<file path="src/rtl/irq_hold_tracker.sv">
module irq_hold_tracker #(
  parameter int NLINES = 8,
  localparam int IDW = (NLINES > 1) ? $clog2(NLINES) : 1
) (
  input  logic              clk,
  input  logic              rst_n,
  input  logic [NLINES-1:0] line_in,
  input  logic [2*NLINES-1:0] mode_cfg,
  input  logic              ack_req,
  output logic              ack_valid,
  output logic [IDW-1:0]    ack_id,
  input  logic              setact_req,
  input  logic [IDW-1:0]    setact_id,
  input  logic              deact_req,
  input  logic [IDW-1:0]    deact_id,
  output logic              irq_out,
  output logic [NLINES-1:0] pend_view,
  output logic [NLINES-1:0] act_q
);

  logic [NLINES-1:0] prev_line, edge_pend, is_lvl, is_lpi;
  logic [NLINES-1:0] rise, fwd, ack_hit, set_hit, deact_hit;

  for (genvar i = 0; i < NLINES; i++) begin : g_mode
    assign is_lpi[i] = mode_cfg[2*i+1];
    assign is_lvl[i] = ~mode_cfg[2*i+1] & ~mode_cfg[2*i];
  end

  assign rise      = line_in & ~prev_line;
  assign pend_view = (is_lvl & line_in) | (~is_lvl & edge_pend);
  assign fwd       = pend_view & ~act_q;
  assign irq_out   = |fwd;

  always_comb begin
    ack_id = '0;
    for (int i = NLINES - 1; i >= 0; i--)
      if (fwd[i]) ack_id = IDW'(i);
  end

  assign ack_valid = ack_req & irq_out;
  assign ack_hit   = ack_valid  ? (NLINES'(1) << ack_id) : '0;
  assign set_hit   = setact_req ? ((NLINES'(1) << setact_id) & ~is_lpi) : '0;
  assign deact_hit = deact_req  ? ((NLINES'(1) << deact_id) & act_q) : '0;

  always_ff @(posedge clk) begin
    if (!rst_n) begin
      prev_line <= '0;
      edge_pend <= '0;
      act_q     <= '0;
    end else begin
      prev_line <= line_in;
      edge_pend <= rise | (edge_pend & ~ack_hit);
      act_q     <= ~is_lpi & ((act_q & ~deact_hit) | ack_hit | set_hit);
    end
  end

endmodule


</file>
<file path="config.mk">
export PLATFORM = sky130hd
export DESIGN_NAME = irq_hold_tracker
export DESIGN_NICKNAME = d
export VERILOG_FILES = /design/src/rtl/irq_hold_tracker.sv
export SDC_FILE = /design/constraint.sdc
export NUM_CORES = 1
export LEC_CHECK = 0
export BUFFER_PORTS_ARGS = -buffer_cell sky130_fd_sc_hd__buf_2
export CAP_MARGIN = 20
export CORE_AREA = 2 2 54 56
export CTS_CLUSTER_SIZE = 28
export DETAILED_ROUTE_END_ITERATION = 8
export DIE_AREA = 0 0 56 58
export PLACE_DENSITY = 0.8
export SYNTH_ARGS = -nofsm -noshare
export SYNTH_HDL_FRONTEND = slang
export SYNTH_SLANG_ARGS = --single-unit
</file>
<file path="constraint.sdc">
create_clock -name clk -period 3.55 [get_ports clk]
set_clock_uncertainty 0.1 [all_clocks]
set_input_delay 0 -clock clk [delete_from_list [all_inputs] [get_ports clk]]
set_output_delay 0 -clock clk [all_outputs]
set_load 0.02 [all_outputs]
</file>
# --- After elaboration in Yosys (flattened, before gate mapping) ---
# Index checks and enable logic that the tools add are counted.
# W data, S select, Z words.
op_classes:
  n_addsub: 0
  multipliers: 0
  div_mod_pow: 0
  n_lt_le_gt_ge: 0
  n_eq_ne: 0
  n_shift: 3
  n_mux: 11
  bitwise_logic: 44
  reduce_logical: 1
ops:
  columns: ["op", "count"]
  rows:
  - ["$and A8 B8 Y8", 9]
  - ["$not A8 Y8", 6]
  - ["$or A8 B8 Y8", 4]
  - ["$mux W3", 8]
  - ["$mux W8", 3]
  - ["$shl A1 B3 Y8 const A", 3]
  - ["$not A1 Y1", 16]
  - ["$and A1 B1 Y1", 9]
  - ["$reduce_or A8 Y1", 1]
word_totals:
  reg_bits: 24
  latchBits: 0
  ramBits: 0
  romBits: 0
  inputBits: 35
  output_inout_bits: 21
  memories: 0

# --- Logic depth before layout (Yosys ltp) ---
depth:
  word_depth: 19
  ltp_mapped: 6
  depth_no_buf: 6

# --- Worst setup path after synthesis ---
# OpenSTA, ideal clock, no wires.
synth_path:
  path_kind: "register -> register"
  from: "reg edge_pend[6]"
  to: "reg act_q[5]"
  setup_ns: 0.058
  t_arrival_ns: 1.399
  setup_slack_ns: 1.993
  path_stages_with_launch: 7
  period_less_slack_ns: 1.557
  cell_sequence: "dfxtp_1 -> o21ai_1 -> a21oi_4 -> or3_4 -> a21oi_2 -> and4bb_1 -> o211a_1"
synth_via:
  elab_chain_cells: 15
  elab_cells_between_ends: 17
  classes_between: "1 x shift; 8 x mux; 7 x bitwise; 1 x reduce/logical"
synth_rtl:
  columns: ["item", "line", "rtl"]
  rows:
  - ["start: declaration", "21", "logic [NLINES-1:0] prev_line, edge_pend, is_lvl, is_lpi;"]
  - ["start signal: assignment", "52", "edge_pend <= rise | (edge_pend & ~ack_hit);"]
  - ["$and A8 B8 Y8 (*)", "30", "assign pend_view = (is_lvl & line_in) | (~is_lvl & edge_pend);"]
  - ["$or A8 B8 Y8 (*)", "30", null]
  - ["$and A8 B8 Y8 (*)", "31", "assign fwd = pend_view & ~act_q;"]
  - ["$mux W3 (7 in a row)", "37", "if (fwd[i]) ack_id = IDW'(i);"]
  - ["$shl A1 B3 Y8", "41", "assign ack_hit = ack_valid ? (NLINES'(1) << ack_id) : '0;"]
  - ["$mux W8 (*)", "41", null]
  - ["$or A8 B8 Y8 (*) (2 in a row)", "53", "act_q <= ~is_lpi & ((act_q & ~deact_hit) | ack_hit | set_hit);"]
  - ["$and A8 B8 Y8 (*)", "53", null]
  - ["end signal: assignment", "53", null]
  - ["end: declaration", "18", "output logic [NLINES-1:0] act_q"]
# Every way passes the cells marked *; elsewhere a longest branch is shown, timed or not.
# A chain may end at the register's enable or synchronous reset.

# --- Worst setup path after layout ---
layout_path:
  from: "in mode_cfg[9]"
  to: "reg act_q[6]"
layout_via:
  elab_chain_cells: 16
  elab_cells_between_ends: 19
  classes_between: "1 x shift; 6 x mux; 11 x bitwise; 1 x reduce/logical"
layout_rtl:
  columns: ["item", "line", "rtl"]
  rows:
  - ["start: declaration", "8", "input logic [2*NLINES-1:0] mode_cfg,"]
  - ["$not A1 Y1 (*)", "26", "assign is_lvl[i] = ~mode_cfg[2*i+1] & ~mode_cfg[2*i];"]
  - ["$and A1 B1 Y1 (*)", "26", null]
  - ["$not A8 Y8", "30", null]
  - ["$and A8 B8 Y8", "30", null]
  - ["$or A8 B8 Y8 (*)", "30", null]
  - ["$and A8 B8 Y8 (*)", "31", null]
  - ["$mux W3 (5 in a row)", "37", null]
  - ["$shl A1 B3 Y8", "41", null]
  - ["$mux W8 (*)", "41", null]
  - ["$or A8 B8 Y8 (*) (2 in a row)", "53", null]
  - ["$and A8 B8 Y8 (*)", "53", null]
# Marked as above.

==> out/qor.csv <==
metric;value;unit
status;complete, no violations;
period_share;68.31;%
drc;0;
pwr-share-seq;48.2;%
final_core_util;70.68;%
grt_pass1_wl;6361;um
track_usage;24.70;%
clk-insertion-delay-late;310;ps
synth_edf_count;0;
synthFlopType;dfxtp_1;
first_iter_violations;60;
hold_path_class;input pin to flop;
synth.ff_latch_count;24;
start_util;47.27;%
yosysTopAreaCell;dfxtp_1;
combPwrFrac;32.5;%
rsz0062_at_grt;no;
cpPeakStageDelay;610;ps
ys_top_cells_by_count;dfxtp_1 (24), nand2_1 (23), nor2_1 (11), o21ai_0 (11);
hold_viol;0;
fp.dieW;56;um
core-area;2663;um^2
cts_tree;yes;
setup_viol;0;
synthArstFlopShare;0;%
die_h;58;um
synth_top_area_share;38.17;%
rr_startpoint;edge_pend[6];
p_per_area;322.6;nW/um^2
p_sw;0.1941;mW
wirelength;3740;um
fin_tns_setup;0;ps
htree_levels;1;
fin_area;1882;um^2
gp_congestion;0.8292;
grt_pass1_vias;1452;
tightest_slew;296.1;ps
crit_required;3710;ps
start_kind;input pin;
slew_headroom;79.69;%
p_int;0.4130;mW
hpwl;2439;um
vias;1490;
synthTopCellsByArea;dfxtp_1 (38%), nand2_1 (6.9%), o21ai_0 (4.4%), a311oi_1 (4.2%), nor2b_1 (4.0%);
p_total;0.6071;mW
maxCapViolCount;0;
clockBufferDepth;2;
path_class;input pin to flop;
clockPowerShare;19.3;%
grt-ovfl-total;0;
crit_fanout;6;
syn_inst;153;
period_needed;2425;ps
critical_path.top_delay_family;buffers and inverters;
swShare;31.98;%
routedWlPerCell;13.85;um
syn-cell-area;1259;um^2
synth.avg_cell_area;8.227;um^2
crit_top_cell;dlygate4sd3_1;
synthesis.nets;188;
hp-start;ack_req;
crit_chain;dlygate4sd3_1, buf_2, nor2_1, mux2i_1, o22a_1, and4_1, nand2_1, a311oi_1, dlygate4sd3_1;
cp.depth;9;
antenna_found_initial;0;
hold_path_depth;4;
rr_endpoint;act_q[5];
rows;19;
drv_slew;0;
min_to;edge_pend[0];
cp_num_buf_inv;3;
drt_pre_antenna_iters;4;
cts_buffers;3;
fill_cells;230;
ant_nets;0;
vdd_ir_drop_max;0.2954;mV
whs;9.020;ps
area_delta_synth_final;49.50;%
viasPerCell;5.519;
fin_nets;276;
clk_pin_slew_worst_paths;120;ps
grt_max_degree;16;
portBuffers;55;
p_leak;0.9228;nW
postPlaceCellArea;1569;um^2
cp_slowest_cell;dlygate4sd3_1;
antennaDiodeCount;0;
synth_warnings;0;
clock_sinks;24;
reg2reg_slack;1290;ps
clock.fmax;0.4124;GHz
drive_gt1_share;28.03;%
worstRegToRegCells;7;
ys_seq_area_share;38.17;%
worstPathArrival;2590;ps
die-area;3248;um^2
root_buffer;clkbuf_4;
crit_path_end_kind;flop;
yosysMostFrequentCell;dfxtp_1;
synth_cell_types;38;
ioPinCount;56;
-- cells by family after synthesis --
logic type             Yosys count  share of synthesized area (%)
AND/OR/NAND/NOR                 73                          32.50
AO/OA/AOI/OAI                   43                          23.96
flip-flops                      24                          38.17
buffers and inverters           10                          2.982
multiplexers                     3                          2.386
-- layer usage --
layer	vias up	routed length (um)	global-route usage [%]
li1	727	-	-
met1	691	1517	29.15
met2	65	1936	46.22
met3	7	223	2.679
met4	0	63	9.184
met5	-	0	0
-- through the flow --
stage / instances / setup slack, ps
floorplan: 153 / 1993
global placement: 238 / 1893
detailed placement: 238 / 1890
CTS: 270 / 1148
global route: 270 / 994.2
finish: 270 / 1125
-- flip-flops by register name (all words and copies together) (netlist names) --
name / cells
act_q: 8
prev_line: 8
edge_pend: 8
-- final cells by class --
cell class	count	area [um^2]	share of cell area [%]
Clock buffer	3	22.52	1.197
Inverter	9	33.78	1.795
Multi-Input combinational cell	119	740.7	39.36
Sequential cell	24	480.5	25.53
Tap cell	31	38.79	2.061
Timing Repair Buffer	84	565.5	30.05
-- power groups by stage --
stage               combinational, mW  clock (mW)  sequential, mW
floorplan                       0.107           0           0.301
CTS                             0.193       0.118           0.293
finish                          0.197       0.117           0.293
global placement                0.170           0           0.299
global route                    0.215       0.133           0.295
detailed placement              0.171           0           0.299
-- worst reg2reg max path: cells and delay by family (launching register included) --
family | cells | cell delay [ps]
AOI/OAI and AO/OA | 4 | 640
buffers and inverters | 1 | 530
DFF | 1 | 330
and+or+nand+nor | 2 | 610
-- repair_timing --
action / 4_1_cts / 5_1_grt
hold endpoints to repair: 24 / 0
hold buffers: 29 / 0
resized for setup: 0 / 0
buffers inserted: 0 / 0
-- worst max-delay path by stage --
stage	start	to
2_1_floorplan	edge_pend[6]	act_q[5]
3_3_place_gp	edge_pend[6]	act_q[5]
3_5_place_dp	edge_pend[6]	act_q[5]
4_1_cts	mode_cfg[9]	act_q[6]
5_1_grt	mode_cfg[9]	act_q[6]
6_report	mode_cfg[9]	act_q[6]
-- layout by cell type (no fill, tap or decap), drive strengths merged, types with 3 or more instances in the layout --
master	Yosys	routed
dfxtp	24	24
nand2b	3	3
nand3	4	4
buf	0	55
nor2b	8	8
a21oi	11	11
mux2i	3	3
o21ai	12	12
nor2	12	12
nand2	23	23
or3b	5	5
inv	8	8
nand4	3	3
a311oi	6	6
dlygate4sd3	0	29
and2	8	8
clkbuf	1	3
No activity file was read; power rests on OpenSTA's default activity.
